$ cat src/rtl/lsrx_pkg.sv
package lsrx_pkg;

   typedef enum logic [2:0] {
      ST_IDLE,
      ST_HUNT,
      ST_CHECK,
      ST_SEARCH,
      ST_RECV
   } rx_state_e;

   localparam int unsigned STUFF_RUN = 6;
   localparam int unsigned RUN_W     = $clog2(STUFF_RUN + 1);

endpackage

$ cat src/rtl/lsrx_bit_timer.sv
module lsrx_bit_timer #(
   parameter int unsigned CLKS_PER_BIT = 8,
   parameter int unsigned SYNC_TMO     = 16
) (
   input  logic clk,
   input  logic rst_n,
   input  logic load_i,
   input  logic stop_i,
   input  logic tmo_run_i,
   output logic smp_o,
   output logic tmo_o
);
   localparam int unsigned FIRST = CLKS_PER_BIT + CLKS_PER_BIT / 2 - 2;
   localparam int unsigned PW    = $clog2(FIRST + 1);
   localparam int unsigned TW    = $clog2(SYNC_TMO + 1);
   localparam logic [PW-1:0] FIRST_LD = PW'(FIRST);
   localparam logic [PW-1:0] BIT_LD   = PW'(CLKS_PER_BIT - 1);
   localparam logic [TW-1:0] TMO_LAST = TW'(SYNC_TMO - 1);

   logic          active;
   logic [PW-1:0] phase;
   logic [TW-1:0] tcnt;

   always_ff @(posedge clk or negedge rst_n) begin
      if (!rst_n) begin
         active <= 1'b0;
         phase  <= '0;
      end else if (load_i) begin
         active <= 1'b1;
         phase  <= FIRST_LD;
      end else if (stop_i) begin
         active <= 1'b0;
         phase  <= '0;
      end else if (active) begin
         if (phase == '0) phase <= BIT_LD;
         else             phase <= phase - 1'b1;
      end
   end

   assign smp_o = active && (phase == '0);

   always_ff @(posedge clk or negedge rst_n) begin
      if (!rst_n)                tcnt <= '0;
      else if (!tmo_run_i)       tcnt <= '0;
      else if (tcnt != TMO_LAST) tcnt <= tcnt + 1'b1;
   end

   assign tmo_o = tmo_run_i && (tcnt == TMO_LAST);

endmodule

$ cat src/rtl/lsrx_nrzi.sv
module lsrx_nrzi
   import lsrx_pkg::*;
(
   input  logic clk,
   input  logic rst_n,
   input  logic init_i,
   input  logic smp_i,
   input  logic lvl_i,
   output logic bit_vld_o,
   output logic bit_o
);
   localparam logic [RUN_W-1:0] RUN_MAX = RUN_W'(STUFF_RUN);

   logic             prev_lvl;
   logic [RUN_W-1:0] run;
   logic             stuffed;

   assign stuffed   = (run == RUN_MAX);
   assign bit_o     = (lvl_i == prev_lvl);
   assign bit_vld_o = smp_i && !stuffed;

   always_ff @(posedge clk or negedge rst_n) begin
      if (!rst_n) begin
         prev_lvl <= 1'b1;
         run      <= '0;
      end else if (init_i) begin
         prev_lvl <= 1'b0;
         run      <= RUN_W'(1);
      end else if (smp_i) begin
         prev_lvl <= lvl_i;
         if (stuffed)    run <= '0;
         else if (bit_o) run <= run + 1'b1;
         else            run <= '0;
      end
   end

endmodule

$ cat src/rtl/lsrx_pack.sv
module lsrx_pack #(
   parameter int unsigned BUF_BYTES = 11,
   parameter int unsigned AW        = 4
) (
   input  logic          clk,
   input  logic          rst_n,
   input  logic          init_i,
   input  logic          bit_vld_i,
   input  logic          bit_i,
   output logic [2:0]    idx_o,
   output logic [AW-1:0] cnt_o,
   output logic          ovf_o,
   output logic          wr_en_o,
   output logic [AW-1:0] wr_addr_o,
   output logic [7:0]    wr_data_o
);
   localparam logic [AW-1:0] BUDGET = AW'(BUF_BYTES);

   logic [7:0] lane;
   logic       take;

   assign ovf_o = bit_vld_i && (idx_o == 3'd2) && (cnt_o == BUDGET);
   assign take  = bit_vld_i && !ovf_o && !init_i;

   for (genvar g = 0; g < 8; g++) begin : g_lane
      logic q;
      always_ff @(posedge clk or negedge rst_n) begin
         if (!rst_n)                          q <= 1'b0;
         else if (init_i)                     q <= 1'b0;
         else if (take && idx_o == 3'(g))     q <= bit_i;
      end
      assign lane[g] = q;
   end

   always_ff @(posedge clk or negedge rst_n) begin
      if (!rst_n) begin
         idx_o     <= '0;
         cnt_o     <= '0;
         wr_en_o   <= 1'b0;
         wr_addr_o <= '0;
         wr_data_o <= '0;
      end else begin
         wr_en_o <= 1'b0;
         if (init_i) begin
            idx_o <= '0;
            cnt_o <= '0;
         end else if (take) begin
            if (idx_o == 3'd7) begin
               idx_o     <= '0;
               cnt_o     <= cnt_o + 1'b1;
               wr_en_o   <= 1'b1;
               wr_addr_o <= cnt_o;
               wr_data_o <= {bit_i, lane[6:0]};
            end else begin
               idx_o <= idx_o + 1'b1;
            end
         end
      end
   end

endmodule

$ cat src/rtl/ls_usb_rx.sv
module ls_usb_rx
   import lsrx_pkg::*;
#(
   parameter int unsigned CLKS_PER_BIT = 8,
   parameter int unsigned BUF_BYTES    = 11,
   parameter int unsigned SYNC_TMO     = 16,
   localparam int unsigned AW          = $clog2(BUF_BYTES + 1)
) (
   input  logic          clk,
   input  logic          rst_n,
   input  logic          dp_i,
   input  logic          dm_i,
   output logic          wr_en_o,
   output logic [AW-1:0] wr_addr_o,
   output logic [7:0]    wr_data_o,
   output logic          pkt_done_o,
   output logic [AW-1:0] pkt_len_o,
   output logic          pkt_ovf_o,
   output logic          pkt_serr_o
);
   if (CLKS_PER_BIT < 4 || (CLKS_PER_BIT % 2) != 0) begin : g_bad_cpb
      $error("CLKS_PER_BIT must be even and at least 4");
   end
   if (BUF_BYTES < 1) begin : g_bad_buf
      $error("BUF_BYTES must be at least 1");
   end
   if (SYNC_TMO < 2) begin : g_bad_tmo
      $error("SYNC_TMO must be at least 2");
   end

   rx_state_e     st;
   logic          is_j, is_k, is_se0;
   logic          smp, tmo;
   logic          load, stop, lock;
   logic          eop_now, ovf_now, sync_fail;
   logic          rx_smp, bit_vld, bit_val;
   logic [2:0]    idx;
   logic [AW-1:0] cnt;

   assign is_j   =  dm_i && !dp_i;
   assign is_k   = !dm_i &&  dp_i;
   assign is_se0 = !dm_i && !dp_i;

   assign load      = ((st == ST_HUNT) || (st == ST_SEARCH)) && is_k;
   assign lock      = (st == ST_CHECK) && smp && is_k;
   assign eop_now   = (st == ST_RECV) && smp && (idx == 3'd1) && is_se0;
   assign rx_smp    = (st == ST_RECV) && smp && !eop_now;
   assign sync_fail = (st == ST_SEARCH) && !is_k && tmo;
   assign stop      = ((st == ST_CHECK) && smp && !is_k) ||
                      ((st == ST_RECV) && (eop_now || ovf_now));

   lsrx_bit_timer #(
      .CLKS_PER_BIT(CLKS_PER_BIT),
      .SYNC_TMO    (SYNC_TMO)
   ) u_timer (
      .clk      (clk),
      .rst_n    (rst_n),
      .load_i   (load),
      .stop_i   (stop),
      .tmo_run_i(st == ST_SEARCH),
      .smp_o    (smp),
      .tmo_o    (tmo)
   );

   lsrx_nrzi u_nrzi (
      .clk      (clk),
      .rst_n    (rst_n),
      .init_i   (lock),
      .smp_i    (rx_smp),
      .lvl_i    (dm_i),
      .bit_vld_o(bit_vld),
      .bit_o    (bit_val)
   );

   lsrx_pack #(
      .BUF_BYTES(BUF_BYTES),
      .AW       (AW)
   ) u_pack (
      .clk      (clk),
      .rst_n    (rst_n),
      .init_i   (lock),
      .bit_vld_i(bit_vld),
      .bit_i    (bit_val),
      .idx_o    (idx),
      .cnt_o    (cnt),
      .ovf_o    (ovf_now),
      .wr_en_o  (wr_en_o),
      .wr_addr_o(wr_addr_o),
      .wr_data_o(wr_data_o)
   );

   always_ff @(posedge clk or negedge rst_n) begin
      if (!rst_n) begin
         st <= ST_IDLE;
      end else begin
         case (st)
            ST_IDLE:   if (is_j) st <= ST_HUNT;
            ST_HUNT:   if (is_k) st <= ST_CHECK;
            ST_CHECK:  if (smp)  st <= is_k ? ST_RECV : ST_SEARCH;
            ST_SEARCH: begin
               if (is_k)     st <= ST_CHECK;
               else if (tmo) st <= ST_IDLE;
            end
            ST_RECV:   if (eop_now || ovf_now) st <= ST_IDLE;
            default:   st <= ST_IDLE;
         endcase
      end
   end

   always_ff @(posedge clk or negedge rst_n) begin
      if (!rst_n) begin
         pkt_done_o <= 1'b0;
         pkt_len_o  <= '0;
         pkt_ovf_o  <= 1'b0;
         pkt_serr_o <= 1'b0;
      end else begin
         pkt_done_o <= eop_now || (st == ST_RECV && ovf_now) || sync_fail;
         pkt_len_o  <= (eop_now || (st == ST_RECV && ovf_now)) ? cnt : '0;
         pkt_ovf_o  <= (st == ST_RECV) && ovf_now;
         pkt_serr_o <= sync_fail;
      end
   end

endmodule

$ cat config.mk
export PLATFORM = sky130hd
export DESIGN_NAME = ls_usb_rx
export DESIGN_NICKNAME = d
export VERILOG_FILES = /design/src/rtl/lsrx_pkg.sv /design/src/rtl/lsrx_bit_timer.sv /design/src/rtl/lsrx_nrzi.sv /design/src/rtl/lsrx_pack.sv /design/src/rtl/ls_usb_rx.sv
export SDC_FILE = /design/constraint.sdc
export NUM_CORES = 1
export LEC_CHECK = 0
export BUFFER_PORTS_ARGS = -buffer_cell sky130_fd_sc_hd__buf_2
export CORE_MARGIN = 1
export CORE_UTILIZATION = 33
export CTS_CLUSTER_SIZE = 20
export DETAILED_ROUTE_END_ITERATION = 6
export SYNTH_ARGS = -nofsm -noshare
export SYNTH_HDL_FRONTEND = slang
export SYNTH_HIERARCHICAL = 1
export SYNTH_SLANG_ARGS = --single-unit
$ cat constraint.sdc
create_clock -name clk -period 4.3 [get_ports clk]
set_clock_uncertainty 0.2 [all_clocks]
set_input_delay 0.43 -clock clk [delete_from_list [all_inputs] [get_ports clk]]
set_output_delay 0.43 -clock clk [all_outputs]
set_load 0.02 [all_outputs]
==> results of run 1 <==
-- cell usage after synthesis, drive strengths merged --
master   count  area, um2
nand2       15      56.30
nor3b        3      32.53
nand4        2      12.51
buf          3      36.28
nand3b       2      15.01
nand2b      11      68.82
a21bo        1      16.27
dfstp        1      26.28
o21ba        1      10.01
nand3        6      30.03
or3          1      6.260
or4b         1      10.01
a31oi        1      12.51
a21oi       10      50.05
clkbuf       4      15.01
dfrtp       50       1251
or3b         3      26.28
nor2b        5      31.28
and4bb       1      12.51
a211oi       4      42.54
ha          12      150.1
nor4         2      12.51
a211o        1      8.760
o21bai       1      7.510
o2bb2ai      1      8.760
o31ai        1      7.510
and3         2      13.77
o21ai        5      25.02
mux2i       10      100.1
xor2         2      17.52
nor2        17      63.81
mux2        13      176.4
and3b        1      8.760
o41ai        2      32.53
inv         13      48.80
and4         2      17.52
a311o        1      10.01
o311ai       1      16.27
nor3         2      10.01
xnor2        4      35.03
a21o         4      31.28
and2         7      43.79
nand4b       2      17.52
-- flip-flops by register name, summed over array words and instances (netlist names) --
| signal | flops |
|---|---|
| u_pack/wr_en_o | 1 |
| pkt_ovf_o | 1 |
| st | 3 |
| u_nrzi/run | 3 |
| u_pack/wr_addr_o | 4 |
| pkt_serr_o | 1 |
| pkt_len_o | 4 |
| pkt_done_o | 1 |
| u_nrzi/prev_lvl | 1 |
| u_pack/idx_o | 3 |
| u_timer/active | 1 |
| u_pack/cnt_o | 4 |
| u_timer/phase | 4 |
| u_pack/g_lane.q | 7 |
| u_timer/tcnt | 5 |
| u_pack/wr_data_o | 8 |
-- final timing paths --
| kind | to | slack [ns] | depth (start not counted) | start |
|---|---|---|---|---|
| setup / recovery | u_timer/phase[3] | 0.65 | 11 | st[1] |
| max in group asynchronous | u_pack/g_lane[2].q | 3.46 | 2 | rst_n |
| min in group clk | u_nrzi/prev_lvl | 0.26 | 3 | dm_i |
| setup reg to reg | u_timer/phase[3] | 0.65 | 11 | st[1] |
| hold reg to reg | u_pack/wr_data_o[3] | 0.31 | 1 | u_pack/g_lane[3].q |
| hold / removal | u_pack/wr_en_o | 0.02 | 2 | rst_n |
-- worst reg2reg max path: stages (launching register included) --
cell and delay (ns):
dfrtp_1 0.46, nor3b_2 0.43, nand2_1 0.10, a21oi_1 0.30, a21bo_4 0.29, inv_1 0.24
inv_1 0.12, nor3_1 0.31, a31oi_2 0.14, o21ai_0 0.46, inv_1 0.15, a311o_1 0.34
-- cell usage in the layout, fill, tap and decap left out, drive strengths merged, types with 2 or more instances in the layout --
| cell | Yosys | routed |
|---|---|---|
| a211oi | 4 | 4 |
| a21o | 4 | 4 |
| a21oi | 10 | 10 |
| and2 | 7 | 7 |
| and3 | 2 | 2 |
| and4 | 2 | 2 |
| buf | 3 | 25 |
| bufinv | 0 | 2 |
| clkbuf | 4 | 6 |
| dfrtp | 50 | 50 |
| ha | 12 | 12 |
| inv | 13 | 13 |
| mux2 | 13 | 13 |
| mux2i | 10 | 10 |
| nand2 | 15 | 15 |
| nand2b | 11 | 11 |
| nand3 | 6 | 6 |
| nand3b | 2 | 2 |
| nand4 | 2 | 2 |
| nand4b | 2 | 2 |
| nor2 | 17 | 17 |
| nor2b | 5 | 5 |
| nor3 | 2 | 2 |
| nor3b | 3 | 3 |
| nor4 | 2 | 2 |
| o21ai | 5 | 5 |
| o41ai | 2 | 2 |
| or3b | 3 | 3 |
| xnor2 | 4 | 4 |
| xor2 | 2 | 2 |
-- layer usage --
| layer | global-route usage, % | vias to the layer above | part of all wire (%) |
|---|---|---|---|
| li1 | - | 849 | - |
| met2 | 18.31 | 27 | 43 |
| met4 | 5.291 | 0 | 2.3 |
| met5 | 0 | - | 0 |
| met1 | 16.24 | 815 | 51 |
| met3 | 2.429 | 7 | 3.1 |
-- report_power, final --
| part | total, mW | leakage, nW | switching (mW) | internal [mW] |
|---|---|---|---|---|
| sequential | 0.614 | 0.670 | 0.0746 | 0.539 |
| clock | 0.382 | 0.0654 | 0.150 | 0.232 |
| combinational | 0.255 | 0.690 | 0.131 | 0.124 |
| total | 1.25 | 1.43 | 0.355 | 0.895 |
-- cell families (layout without fill, tap and decap cells) --
kind of cell | Yosys count | in the layout | synth area share (%)
adders and majority gates | 12 | 12 | 5.720
DFF | 51 | 51 | 48.67
and+or+nand+nor | 85 | 85 | 18.64
buffers and inverters | 20 | 46 | 3.813
AOI/OAI and AO/OA | 34 | 34 | 10.63
muxes | 23 | 23 | 10.53
xor gates and xnor gates | 6 | 6 | 2.002
-- layout make-up --
type	count	share of cell area (%)
Sequential cell	51	43.10
Multi-Input combinational cell	160	42.09
Tap cell	102	4.306
Inverter	13	1.646
Clock buffer	6	2.448
Timing Repair Buffer	25	4.390
Clock inverter	2	2.026
-- per-stage QoR --
stage / power (mW) / setup slack, ns / hold WS (ns) / util, %
finish: 1.251 / 0.6540 / 0.01774 / 38.36
global route: 1.337 / 0.2688 / 0.08838 / 38.36
CTS: 1.270 / 0.6607 / 0.04896 / 38.36
detailed placement: 0.8804 / 0.6844 / 0.2916 / 36.64
global placement: 0.8748 / 0.8330 / 0.2855 / 36.64
floorplan: 0.8097 / 1.350 / -0.06559 / -
==> metrics.csv, run 1 <==
stage,metric,value,unit
yosys,ys_ff_latch,51,
setup_path,worst_path_max_delay_cell,dfrtp_1,
placement,finalWeightedCongestion,0.7703,
cts,post-cts-setup-buffers,0,
setup_path,arrival,3.63,ns
sta,maxSlewViolCount,0,
cts,ctsResizeCount,0,
setup_path,cp-end-kind,register,
floorplanning,die-area,8316,um2
sta,period_share,84.79,%
global_routing,grt_pass1_vias,1646,
setup_path,path_cells,"nor3b_2, nand2_1, a21oi_1, a21bo_4, inv_1, inv_1, nor3_1, a31oi_2, o21ai_0, inv_1, a311o_1",
setup_path,crit_required,4.29,ns
floorplanning,start_util,33.97,%
setup_path,max_stage_delay,0.46,ns
yosys,ys_seq_area_share,48.67,%
sta,final-setup-viol-count,0,
placement,numPortBuffers,23,
final_layout,num_antenna_cells,0,
yosys,avgSynthCellArea,11.36,um2
cts,htree_levels,2,
placement,hpwl,3203,um
status,status,"finished, final reports clean",
route,drc,0,
route,antenna_left,0,
global_routing,grt_overflow,0,
yosys,synth_cell_types,50,
sta,fmax,274.3,MHz
setup_path,crit_fanout,12,
cts,hold_buffers,0,
cts,clk_pin_slew,0.09,ns
final_layout,nFillCells,760,
setup_path,crit_top_cell,inv_1,
final_layout,multi_input_area,1247,um2
floorplanning,die_h,91.19,um
floorplanning,boundaryPins,24,
sta,fin_setup_tns,0,ns
setup_path,crit_type,reg -> reg,
yosys,syn_area,2625,um2
placement,dp.cells,351,
sta,finalHoldViolCount,0,
route,post_drt_wl_per_cell,12.66,um
floorplanning,fp-row-count,32,
pwr,power.density,422.0,nW/um2
route,drt_iter0_drc,46,
sta,relSlewSlack,43.06,%
yosys,synth_cells,231,
setup_path,start_kind,register,
global_routing,grt_pass1_wl,7914,um
floorplanning,core,7727,um2
yosys,yosysWarnings,6,
sta,rsz0062_at_grt,false,
setup_path,worst-path-buf-inv,3,
yosys,synth_fp_nets,247,
final_layout,nets,272,
flow_run,max_cap_viol_count,0,
floorplanning,die_w,91.19,um
route,totalWireLength,4545,um
worst_hold_path,min_path_type,in -> async,
cts,cts_max_path_buffers,2,
final_layout,finalInstanceArea,2964,um2
cts,clk-insertion-delay-late,0.30,ns
cts,cts_tree,yes,
placement,placed_cell_area,2831,um2
final_layout,layout.cells.non_filler,359,
cts,cts-root-buf,clkbuf_8,
global_routing,grt_usage,11.94,%
final_layout,seqCellArea,1277,um2
final_layout,areaGrowthSynthToFinish,12.92,%
sta,worst_pin_slew,0.8514,ns
cts,cts_sinks,51,
route,vias_per_cell,4.730,
setup_path,crit_family,compound AO/OA/AOI/OAI gates,
final_layout,drive_gt1_share,23.35,%
pwr,max-vdd-ir-drop,154.7,uV
cts,cts_made_buffers,5,
global_routing,grt_antenna_before_repair,0,
global_routing,grt_max_degree,52,
sta,fin_crit,3.646,ns
route,vias,1698,
pwr,p_leak,1.426,nW
route,firstDrtPassIters,4,
Power figures use the tool's default switching activity.
==> run 2, diff against run 1 <==
==> constraint.sdc (replaced) <==
create_clock -name clk -period 3.7 [get_ports clk]
set_clock_uncertainty 0.2 [all_clocks]
set_input_delay 0.37 -clock clk [delete_from_list [all_inputs] [get_ports clk]]
set_output_delay 0.37 -clock clk [all_outputs]
set_load 0.02 [all_outputs]
==> run 2 against run 1 <==
  * Highest routed layer unchanged
  * Final area is 0.30% lower
  * Largest cell class unchanged
  * First-iteration DRC count fell by 4.3%
  * Core utilization down 0.11 points
  * Flip-flop and latch count is the same
  * Worst hold slack improved by 0.18 ns
  * Global-route usage grew 0.57 points
==> metrics.csv, run 2 (synthesis gave the netlist of run 1 again) <==
stage,metric,value,unit
final_layout,largest-register,u_pack/wr_data_o,
global_routing,met2_usage,19.07,%
pwr,pwr-share-comb,22.1,%
global_routing,grt_pass1_wl,8342,um
final_layout,areaGrowthSynthToFinish,12.58,%
final_layout,mostFrequentLayoutCells,"dfrtp_1, buf_2, nor2_1",
floorplanning,die_h,91.19,um
sta,final-setup-viol-count,0,
pwr,power_frac_seq,52.6,%
pwr,p_int,0.9255,mW
pwr,p_leak,1.422,nW
final_layout,nets,275,
route,drt_iter0_drc,44,
setup_path,r2r_end,u_timer/phase[3],
flow_run,max_cap_viol_count,0,
placement,finalWeightedCongestion,0.7918,
pwr,switching_share,31.92,%
floorplanning,core,7727,um2
route,vias,1715,
sta,finalHoldViolCount,0,
floorplanning,die_w,91.19,um
final_layout,largest_reg_flops,8,
final_layout,nFillCells,769,
cts,cts_tree,yes,
sta,maxSlewViolCount,0,
sta,fmax,312.6,MHz
global_routing,grt_overflow,0,
route,antenna_left,0,
final_layout,reg_top3,"u_pack/wr_data_o (8), u_pack/g_lane.q (7), u_timer/tcnt (5)",
global_routing,top_usage_layer,met2,
worst_hold_path,whs_path_depth,3,
cts,cts-root-buf,clkbuf_8,
sta,fin_setup_tns,0,ns
cts,clk-insertion-delay-late,0.31,ns
placement,numPortBuffers,23,
final_layout,drive_gt1_share,24.23,%
worst_hold_path,min_path_type,in -> reg,
global_routing,grt_antenna_before_repair,0,
placement,hpwl,3392,um
global_routing,grt_pass1_vias,1712,
pwr,p_switching,0.4340,mW
floorplanning,die-area,8316,um2
setup_path,timing.reg2reg.setup_slack,0.50,ns
cts,cts_max_path_buffers,2,
floorplanning,boundaryPins,24,
route,vias_per_cell,4.738,
sta,period_share,86.46,%
final_layout,final_common_cell,dfrtp_1,
global_routing,grt_max_degree,35,
route,post_drt_wl_per_cell,13.05,um
cts,htree_levels,2,
global_routing,grtUsageMet1,17.49,%
sta,rsz0062_at_grt,false,
floorplanning,start_util,33.97,%
global_routing,grt_usage,12.50,%
route,firstDrtPassIters,4,
global_routing,use_met3,2.094,%
pwr,power.density,460.0,nW/um2
worst_hold_path,hp-start,dm_i,
setup_path,r2r_cells,11,
cts,post-cts-setup-buffers,0,
sta,fin_crit,3.199,ns
cts,clk_pin_slew,0.09,ns
floorplanning,fp-row-count,32,
final_layout,num_antenna_cells,0,
setup_path,arrival,3.19,ns
setup_path,cp-end-kind,register,
pwr,total_power,1.360,mW
pwr,max-vdd-ir-drop,171.2,uV
sta,relSlewSlack,51.53,%
cts,cts_sinks,51,
worst_hold_path,hold_end,u_nrzi/prev_lvl,
route,totalWireLength,4724,um
setup_path,crit_type,reg -> reg,
setup_path,crit_fanout,9,
status,status,"finished, final reports clean",
sta,worst_pin_slew,0.7270,ns
cts,cts_made_buffers,5,
setup_path,start_kind,register,
setup_path,r2r-start,st[0],
route,drc,0,
pwr,power.share.clock,25.3,%
setup_path,crit_required,3.69,ns
==> run 2: cell types whose count changed in the layout (fill, tap and decap cells not counted), sizes merged <==
cell and change:
buf +2, bufinv -2, clkinvlp +1, dlygate4sd3 +1
clkinv +1
==> run 2: cell type report <==
| class | instances | area, um2 | share of cell area (%) |
|---|---|---|---|
| clock buffers | 6 | 82.58 | 2.794 |
| flip-flops and latches | 51 | 1277 | 43.23 |
| inverters | 13 | 48.80 | 1.651 |
| clock inverters | 2 | 16.27 | 0.5504 |
| well taps | 102 | 127.6 | 4.318 |
| multi-input cells | 160 | 1247 | 42.21 |
| repair buffers | 28 | 155.1 | 5.250 |
==> run 2: power by group through the flow <==
stage	logic (mW)	clock network, mW	registers, mW
global route	0.342	0.382	0.727
global placement	0.300	0	0.719
detailed placement	0.304	0	0.724
CTS	0.306	0.361	0.713
finish	0.301	0.344	0.714
floorplan	0.239	0	0.702
==> run 2: worst max-delay path: stages (launching register included) <==
cell and delay (ns):
dfrtp_1 0.48, nor3b_2 0.38, nand2_1 0.10, a21oi_1 0.33
a21bo_4 0.30, inv_1 0.07, inv_1 0.06, nor3_1 0.28
a31oi_2 0.13, o21ai_1 0.31, inv_1 0.12, a311o_1 0.33
==> run 2: worst max-delay path by stage <==
stage | endpoint | from | slack (ns)
6_report | u_timer/phase[3] | st[0] | 0.50
5_1_grt | u_timer/phase[3] | st[0] | 0.17
4_1_cts | u_timer/phase[3] | st[1] | 0.33
3_5_place_dp | u_timer/phase[3] | u_timer/phase[0] | 0.34
3_3_place_gp | u_timer/phase[3] | u_timer/phase[0] | 0.53
2_1_floorplan | u_timer/phase[3] | u_timer/phase[0] | 0.75
==> run 2: repair_timing <==
item,in CTS,in global routing
endpoints found under the setup margin,0,1
resized for setup,0,1
endpoints found under the hold margin,32,0
hold buffers,1,0
==> run 2: routing by layer <==
| metal | up-vias | wire (um) | part of all wire, % |
|---|---|---|---|
| met5 | - | 0 | 0 |
| met4 | 0 | 85 | 1.8 |
| met3 | 6 | 120 | 2.5 |
| met2 | 27 | 1995 | 42 |
| met1 | 822 | 2523 | 53 |
| li1 | 860 | - | - |
==> run 2: per-stage QoR <==
stage	cells	setup WS [ns]	hold WS (ns)	instance area (um2)	utilization, %
final	362	0.5011	0.2012	2955	38.24
after CTS	362	0.3308	0.1833	2955	38.24
after detailed placement	353	0.3354	0.2757	2846	36.84
after global placement	353	0.5283	0.2806	2846	36.84
after floorplan	231	0.7499	-0.1256	2625	-
after global routing	362	0.1671	0.2097	2955	38.24
